===== src/rtl/ldx_pkg.sv =====
package ldx_pkg;

    // Datapath geometry
    localparam int LDX_BYTE_W = 8;
    localparam int LDX_HALF_W = 2 * LDX_BYTE_W;
    localparam int LDX_REG_W  = 32;
    localparam int LDX_PAIR_W = 2 * LDX_REG_W;
    localparam int LDX_OP_W   = 4;

    // Load flavour codes
    typedef enum logic [LDX_OP_W-1:0] {
        OP_UBYTE   = 4'd0,
        OP_SBYTE   = 4'd1,
        OP_UHALF   = 4'd2,
        OP_SHALF   = 4'd3,
        OP_WORD    = 4'd4,
        OP_DOUBLE  = 4'd5,
        OP_UNP2_Z  = 4'd6,
        OP_UNP2_S  = 4'd7,
        OP_UNP4_Z  = 4'd8,
        OP_UNP4_S  = 4'd9,
        OP_SHIN_H  = 4'd10,
        OP_SHIN_B  = 4'd11
    } ldx_op_e;

    localparam logic [LDX_OP_W-1:0] LDX_LAST_LEGAL = 4'd11;

    // Registered output state
    typedef struct packed {
        logic                  vld;
        logic                  wide;
        logic [LDX_PAIR_W-1:0] res;
    } ldx_state_t;

    function automatic logic ldx_is_legal(input logic [LDX_OP_W-1:0] code);
        return code <= LDX_LAST_LEGAL;
    endfunction

    function automatic logic ldx_is_signed(input logic [LDX_OP_W-1:0] code);
        return (code == OP_SBYTE) || (code == OP_SHALF) ||
               (code == OP_UNP2_S) || (code == OP_UNP4_S);
    endfunction

endpackage


===== src/rtl/ldx_extend.sv =====
// Widen a field to a larger width, replicating its top bit when sign_en_i is set.
module ldx_extend #(
    parameter int SRC_W = 8,
    parameter int DST_W = 16
) (
    input  logic [SRC_W-1:0] src_i,
    input  logic             sign_en_i,
    output logic [DST_W-1:0] dst_o
);
    localparam int PAD_W = DST_W - SRC_W;

    logic fill;

    always_comb begin
        fill  = sign_en_i & src_i[SRC_W-1];
        dst_o = {{PAD_W{fill}}, src_i};
    end
endmodule


===== src/rtl/ldx_unpack.sv =====
// Spread LANES bytes into LANES halfwords, lane i from byte i (little-endian).
module ldx_unpack #(
    parameter int LANES  = 2,
    parameter int BYTE_W = 8,
    parameter int HALF_W = 16
) (
    input  logic [LANES*BYTE_W-1:0] src_i,
    input  logic                    sign_en_i,
    output logic [LANES*HALF_W-1:0] dst_o
);
    for (genvar g = 0; g < LANES; g++) begin : g_lane
        ldx_extend #(
            .SRC_W(BYTE_W),
            .DST_W(HALF_W)
        ) u_ext (
            .src_i    (src_i[g*BYTE_W +: BYTE_W]),
            .sign_en_i(sign_en_i),
            .dst_o    (dst_o[g*HALF_W +: HALF_W])
        );
    end
endmodule


===== src/rtl/ldx_shift_in.sv =====
// Push a chunk into the top of a register pair; old contents move down by one chunk.
module ldx_shift_in #(
    parameter int PAIR_W  = 64,
    parameter int CHUNK_W = 8
) (
    input  logic [PAIR_W-1:0]  old_i,
    input  logic [CHUNK_W-1:0] chunk_i,
    output logic [PAIR_W-1:0]  dst_o
);
    localparam int LOW_W = PAIR_W - CHUNK_W;

    logic [PAIR_W-1:0] moved;
    logic [PAIR_W-1:0] placed;

    always_comb begin
        moved  = old_i >> CHUNK_W;
        placed = {chunk_i, {LOW_W{1'b0}}};
        dst_o  = moved | placed;
    end
endmodule


===== src/rtl/ldx_unit.sv =====
module ldx_unit
    import ldx_pkg::*;
(
    input  logic                  clk,
    input  logic                  rst_n,
    input  logic                  in_valid,
    input  logic [LDX_OP_W-1:0]   op,
    input  logic [LDX_PAIR_W-1:0] rdata,
    input  logic [LDX_PAIR_W-1:0] old_pair,
    output logic                  out_valid,
    output logic [LDX_PAIR_W-1:0] result,
    output logic                  wide
);
    localparam int UNP2_LANES = LDX_REG_W / LDX_HALF_W;
    localparam int UNP4_LANES = LDX_PAIR_W / LDX_HALF_W;
    localparam int UPPER_W    = LDX_PAIR_W - LDX_REG_W;

    ldx_state_t state_d, state_q;
    ldx_op_e    op_e;
    logic       sign_sel;

    logic [LDX_REG_W-1:0]  byte_ext;
    logic [LDX_REG_W-1:0]  half_ext;
    logic [LDX_REG_W-1:0]  unp2_res;
    logic [LDX_PAIR_W-1:0] unp4_res;
    logic [LDX_PAIR_W-1:0] shin_h_res;
    logic [LDX_PAIR_W-1:0] shin_b_res;

    always_comb begin
        op_e     = ldx_op_e'(op);
        sign_sel = ldx_is_signed(op);
    end

    // Narrow scalar extensions
    ldx_extend #(.SRC_W(LDX_BYTE_W), .DST_W(LDX_REG_W)) u_byte_ext (
        .src_i    (rdata[LDX_BYTE_W-1:0]),
        .sign_en_i(sign_sel),
        .dst_o    (byte_ext)
    );

    ldx_extend #(.SRC_W(LDX_HALF_W), .DST_W(LDX_REG_W)) u_half_ext (
        .src_i    (rdata[LDX_HALF_W-1:0]),
        .sign_en_i(sign_sel),
        .dst_o    (half_ext)
    );

    // Byte-to-halfword unpack, single register and pair forms
    ldx_unpack #(.LANES(UNP2_LANES), .BYTE_W(LDX_BYTE_W), .HALF_W(LDX_HALF_W)) u_unp2 (
        .src_i    (rdata[UNP2_LANES*LDX_BYTE_W-1:0]),
        .sign_en_i(sign_sel),
        .dst_o    (unp2_res)
    );

    ldx_unpack #(.LANES(UNP4_LANES), .BYTE_W(LDX_BYTE_W), .HALF_W(LDX_HALF_W)) u_unp4 (
        .src_i    (rdata[UNP4_LANES*LDX_BYTE_W-1:0]),
        .sign_en_i(sign_sel),
        .dst_o    (unp4_res)
    );

    // Shift-in queue loads
    ldx_shift_in #(.PAIR_W(LDX_PAIR_W), .CHUNK_W(LDX_HALF_W)) u_shin_h (
        .old_i  (old_pair),
        .chunk_i(rdata[LDX_HALF_W-1:0]),
        .dst_o  (shin_h_res)
    );

    ldx_shift_in #(.PAIR_W(LDX_PAIR_W), .CHUNK_W(LDX_BYTE_W)) u_shin_b (
        .old_i  (old_pair),
        .chunk_i(rdata[LDX_BYTE_W-1:0]),
        .dst_o  (shin_b_res)
    );

    // Next-state selection
    always_comb begin
        state_d     = state_q;
        state_d.vld = 1'b0;
        if (in_valid) begin
            state_d.vld  = 1'b1;
            state_d.wide = 1'b0;
            state_d.res  = '0;
            unique case (op_e)
                OP_UBYTE, OP_SBYTE: state_d.res = {{UPPER_W{1'b0}}, byte_ext};
                OP_UHALF, OP_SHALF: state_d.res = {{UPPER_W{1'b0}}, half_ext};
                OP_WORD:            state_d.res = {{UPPER_W{1'b0}}, rdata[LDX_REG_W-1:0]};
                OP_DOUBLE: begin
                    state_d.res  = rdata;
                    state_d.wide = 1'b1;
                end
                OP_UNP2_Z, OP_UNP2_S: state_d.res = {{UPPER_W{1'b0}}, unp2_res};
                OP_UNP4_Z, OP_UNP4_S: begin
                    state_d.res  = unp4_res;
                    state_d.wide = 1'b1;
                end
                OP_SHIN_H: begin
                    state_d.res  = shin_h_res;
                    state_d.wide = 1'b1;
                end
                OP_SHIN_B: begin
                    state_d.res  = shin_b_res;
                    state_d.wide = 1'b1;
                end
                default: begin
                    state_d.vld  = 1'b0;
                    state_d.wide = 1'b0;
                    state_d.res  = '0;
                end
            endcase
        end
    end

    always_ff @(posedge clk or negedge rst_n) begin
        if (!rst_n) begin
            state_q <= '0;
        end else begin
            state_q <= state_d;
        end
    end

    assign out_valid = state_q.vld;
    assign wide      = state_q.wide;
    assign result    = state_q.res;

    // Unused codes leave nothing behind
    assert_illegal_quiet_R9: assert property (@(posedge clk) disable iff (!rst_n)
        (in_valid && !ldx_is_legal(op)) |=> (!out_valid && !wide && result == '0));

    // Legal request produces a valid result one edge later
    assert_valid_follows_R10: assert property (@(posedge clk) disable iff (!rst_n)
        (in_valid && ldx_is_legal(op)) |=> out_valid);

    // Idle cycles keep the outputs
    assert_idle_hold_R10: assert property (@(posedge clk) disable iff (!rst_n)
        !in_valid |=> (!out_valid && $stable(result) && $stable(wide)));

    // Single-register writebacks never carry upper bits
    assert_narrow_upper_zero_R3: assert property (@(posedge clk) disable iff (!rst_n)
        (out_valid && !wide) |-> (result[LDX_PAIR_W-1:LDX_REG_W] == '0));

    // Doubleword is a pair writeback
    assert_double_wide_R8: assert property (@(posedge clk) disable iff (!rst_n)
        (in_valid && op == OP_DOUBLE) |=> (wide && result == $past(rdata)));

    // Byte shift-in: old pair moves down one byte
    assert_shin_byte_R7: assert property (@(posedge clk) disable iff (!rst_n)
        (in_valid && op == OP_SHIN_B) |=>
            (result[LDX_PAIR_W-LDX_BYTE_W-1:0] == $past(old_pair[LDX_PAIR_W-1:LDX_BYTE_W])));

    // Halfword shift-in: new halfword lands on top
    assert_shin_half_R6: assert property (@(posedge clk) disable iff (!rst_n)
        (in_valid && op == OP_SHIN_H) |=>
            (result[LDX_PAIR_W-1:LDX_PAIR_W-LDX_HALF_W] == $past(rdata[LDX_HALF_W-1:0])));
endmodule


===== config.mk =====
export PLATFORM = sky130hd
export DESIGN_NAME = ldx_unit
export DESIGN_NICKNAME = d
export VERILOG_FILES = /design/src/rtl/ldx_pkg.sv /design/src/rtl/ldx_extend.sv /design/src/rtl/ldx_unpack.sv /design/src/rtl/ldx_shift_in.sv /design/src/rtl/ldx_unit.sv
export SDC_FILE = /design/constraint.sdc
export NUM_CORES = 1
export LEC_CHECK = 0
export ABC_AREA = 1
export ABC_CLOCK_PERIOD_IN_PS = 800
export BUFFER_PORTS_ARGS = -buffer_cell sky130_fd_sc_hd__buf_2
export CORE_MARGIN = 8
export CORE_UTILIZATION = 55
export CTS_CLUSTER_DIAMETER = 100
export DETAILED_ROUTE_END_ITERATION = 6
export GPL_ROUTABILITY_DRIVEN = 0
export PLACE_DENSITY = 0.86
export SLEW_MARGIN = 20
export SYNTH_ARGS = -nofsm -noshare
export SYNTH_HDL_FRONTEND = slang
export SYNTH_HIERARCHICAL = 1
export SYNTH_SLANG_ARGS = --single-unit
export TNS_END_PERCENT = 5

===== constraint.sdc =====
create_clock -name clk -period 0.8 [get_ports clk]
set_input_delay 0.04 -clock clk [delete_from_list [all_inputs] [get_ports clk]]
set_output_delay 0.04 -clock clk [all_outputs]
set_load 0.01 [all_outputs]

# Word level (Yosys, flattened, before mapping)
# Cells that the tools add are included.
# W data, S select, Z words.
# classes
eq_ne	11
n_mux	4
n_bitwise	6
reduce_logical	10
# op_table
op	count
$pmux W64 S8	1
$mux W66	1
$or A48 B64 Y64	1
$or A56 B64 Y64	1
$eq A4 B3 Y1 const B	4
$eq A4 B4 Y1 const B	4
$reduce_or A12 Y1	1
$eq A4 B2 Y1 const B	2
$reduce_or A2 Y1	4
$reduce_or A5 Y1	1
$and A1 B1 Y1	4
$eq A4 B1 Y1 const B	1
$logic_not A4 Y1	1
$logic_or A1 B1 Y1	3
$mux W1	2
# word_totals
regBits	66
input_bits	135
wordCells	34

# Longest topological paths before layout
# depth
ltp_word	7
ltp_mapped	13

# Hierarchy
# The synthesis kept the hierarchy.
# by_module_without_submodules
module	instances	cells_per_inst	area_per_inst_um2
ldx_unit	1	963	5457.7
ldx_shift_in	2	64	480.5
ldx_extend (u_unp2.g_lane[0].u_ext ...)	6	18	127.6
ldx_extend (u_byte_ext ...)	2	34	247.7

# Least setup slack after synthesis
# Ideal clock, no wire load.
# synth_timing
path_type	in2reg
start	input port op[2]
end	register state_q, in the netlist result[14]
setup_time_ns	0.066
arrival_time_ns	1.705
required_time_ns	0.734
slack_ns	-0.971
path_stages	12
n_path_buf	3
cell_sequence	buf_2 -> buf_2 -> o22ai_1 -> nand2_1 -> inv_1 -> buf_4 -> nand3_1 -> nand2_1 -> nor2_1 -> nand2_1 -> nand2_1 -> nand2_1
# synth_via
elab_chain_len	6
# synth_lines
element	line_no	text
from (decl)	ldx_unit.sv:7	input logic [LDX_OP_W-1:0] op,
$eq A4 B1 Y1 / $eq A4 B2 Y1 (equally long branches)	ldx_pkg.sv:40	return (code == OP_SBYTE) || (code == OP_SHALF) ||
$logic_or A1 B1 Y1 (2 in a row)	ldx_pkg.sv:40	
$logic_or A1 B1 Y1 *	ldx_pkg.sv:41	(code == OP_UNP2_S) || (code == OP_UNP4_S);
named net sign_sel	ldx_unit.sv:20	logic sign_sel;
$and A1 B1 Y1 *	ldx_extend.sv:15	fill = sign_en_i & src_i[SRC_W-1];
named net u_byte_ext.fill	ldx_extend.sv:12	logic fill;
$pmux W64 S8 *	ldx_unit.sv:81	unique case (op_e)
to (signal assigned)	ldx_unit.sv:115	state_q <= state_d;
to (decl)	ldx_unit.sv:18	ldx_state_t state_d, state_q;
# The timed path passes the listed nets; every way through them passes the cells marked *.
# A chain may end at the register's enable or synchronous reset.

# Final worst setup path
# layout_timing
start	input port op[0]
end	register state_q, in the netlist result[29]
# layout_via
elab_chain_len	6
# layout_lines
element	line_no	text
$eq A4 B1 Y1 / $eq A4 B2 Y1 (equally long branches)	ldx_pkg.sv:40	
$logic_or A1 B1 Y1 (2 in a row)	ldx_pkg.sv:40	
$logic_or A1 B1 Y1 *	ldx_pkg.sv:41	
named net sign_sel	ldx_unit.sv:20	
$and A1 B1 Y1 *	ldx_extend.sv:15	
named net byte_ext[8]	ldx_unit.sv:22	logic [LDX_REG_W-1:0] byte_ext;
$pmux W64 S8 *	ldx_unit.sv:81	
# Marks and branches as above.

==> metrics.txt <==
crit path launch op[0]; nature of the critical path endpoint flip-flop; status finished, violations left; die area 18,000 sq um; CP Data Arrival Time 1.24 ns; # H-tree levels 3; Pwr per Cell Area 1396 nW/um^2; initial antenna violation count 3; Area Overhead vs Synth 0.03260%; WL/cell 17.61 um; R2R Path End result[12]; Placed Cells 1,337; Reg-to-Reg Start result[12]; largest net degree at the start of global routing 39; fin crit period 0.9646 ns; CTS tree yes; syn_nets 1,402; num ports 201; worst skew pair latency 0.34 ns; Routed WL 24,030 um; leak pwr 4.448 nW; chip height 134.2 um; synthesized flop and latch total 66; max frequency 1037 MHz; Max Slew Vio Count 0; layout cell share with drive strength beyond 1 26.04%; PnR worst setup slack -0.1646 ns; via count 7,535; synthesized instance count 1,267; mapped cell area 7680 sq um; number of buffers added on ports 192; max cap viols 0; post-DP HPWL 17,580 um; Worst Tran Pin Value 0.4114 ns; R2R setup slack 0.13 ns; vias in the first global route 6,950; Setup Skew 0 ns; Starting Density 55.76%; sequential fraction of the synthesis area 21.51%; Clock transition at path regs 0.06 ns; most frequent cells in the layout nand2_1 (458), buf_2 (166), nand3_1 (163); crit path capture result[29]; maximum vdd ir drop 1.019 mV; Critical Path RT 1.08 ns; highest net fanout along the worst path 13; Hold Path Cell Cnt 5; RSZ-0062 raised after global routing true; Final ANT Viol Nets 0; final net count 1,314; GRT Residual Overflow 0; commonest non-fill, non-tap cell in the layout nand2_1; num rows 43; Starting DRT DRC Count 1,114; fin crit share 120.6%; Die Width 134.2 um; CTS max path bufs 2; Rel. slew slack 72.57%; clock root cell clkbuf_16; Total GRT Usage 25.91%; Yosys cell types 18; clock sinks 66; Hold Crit Class input pin to flip-flop; final hold vios 0; DRT Pass-1 Iters 6; first-pass GRT wire length 37,320 um; cells on worst reg2reg path 2; vias per cell 5.520; post-place setup slack -0.6314 ns; hold path start rdata[35]; Final Setup Violations 130; nature of the critical path startpoint input pin; CTS buffer count 9; violated checks negative setup slack; non-filler cells in the finished layout 1,365; area of the core 13,770 sq um; YS warnings 6; WS Path Type input pin to flip-flop; # DRC 0; Avg Cell Area, Syn 6.061 sq um
stage by stage:
stage	hold WS [ns]	power (W)	TNS (ns)	area (sq um)	utilization, %
final	0.006694	0.01073	-12.86	7682	55.78
after global routing	0.03717	0.01117	-19.95	7680	55.76
after CTS	0.009837	0.01062	-12.28	7548	54.81
after detailed placement	-0.1287	0.006693	-31.42	7012	50.91
after global placement	-0.1271	0.006646	-29.56	7012	50.91
after floorplan	-0.2556	0.006193	-24.37	7747	-
sequential cells by signal (all words and copies together), names as in the netlist:
name       count
result        64
wide           1
out_valid      1
final cells by class:
cell class	count	area, sq um
sequential	66	1652
clock buffer	12	256.5
antenna	2	5.005
fill	1348	6091
clock inverter	3	15.01
timing repair buffer	260	1868
inverter	45	190.2
multi-input combinational	797	3471
tap	180	225.2
cells by family (layout without fill, tap and decap cells):
logic type / Yosys count / in the layout / synth area share, %
AOI/OAI and AO/OA: 3 / 3 / 0.2607
and+or+nand+nor: 794 / 794 / 43.74
other: 0 / 2 / 0
DFF: 66 / 66 / 21.51
buffers and inverters: 404 / 320 / 34.49
worst max-delay path, cell delays in order:
cell and delay [ns]:
buf_8 0.09, nand2_4 0.05, o22ai_4 0.26, nand2_2 0.11
clkinvlp_4 0.11, buf_8 0.15, nand3_1 0.11, nand2_2 0.10
nor2_1 0.04, nand2_1 0.06, nand2_1 0.04, nand2_1 0.06
routing by layer:
metal  up-vias  global-route usage [%]  share of wire, %
met3        83                   6.507                12
met4         4                   9.794               3.4
li1       3526                       -                 -
met5         -                       0              0.12
met1      3396                   32.61                38
met2       526                   41.79                46
power breakdown:
| part | internal (W) | switching, W | leakage [nW] |
|---|---|---|---|
| Combinational | 0.00128 | 0.00185 | 3.43 |
| Sequential | 0.00365 | 0.000196 | 0.876 |
| Clock | 0.00223 | 0.00152 | 0.138 |
| Total | 0.00716 | 0.00356 | 4.45 |
synth_stat cells:
cell | count | area share [%]
buf_4 | 289 | 28
and3_1 | 1 | 0.082
a21oi_2 | 1 | 0.11
o22ai_1 | 1 | 0.082
inv_1 | 43 | 2.1
buf_1 | 12 | 0.59
buf_2 | 38 | 2.5
nor2_4 | 2 | 0.29
nor3_1 | 1 | 0.065
inv_2 | 2 | 0.098
dfrtp_1 | 66 | 22
nor2_2 | 3 | 0.24
nand2_1 | 466 | 23
nor2_1 | 97 | 4.7
nand3_1 | 166 | 11
nand4_1 | 58 | 4.7
o21ai_0 | 1 | 0.065
clkbuf_1 | 20 | 0.98
worst min path at each step:
| stage | to | slack, ns |
|---|---|---|
| 6_report | result[35] | 0.007 |
| 3_3_place_gp | result[52] | -0.13 |
| 3_5_place_dp | result[48] | -0.13 |
| 4_1_cts | result[35] | 0.01 |
| 5_1_grt | result[45] | 0.04 |
| 2_1_floorplan | out_valid | -0.26 |
repair_timing:
| item | in CTS | in global routing |
|---|---|---|
| hold buffers | 5 | 0 |
| gates cloned | 2 | 0 |
| setup endpoints to repair | 130 | 131 |
| endpoints found under the hold margin | 70 | 0 |
| pin swaps | 7 | 11 |
| setup buffers | 3 | 1 |
| resized for setup | 38 | 28 |
(Power assumes the default switching activity.)
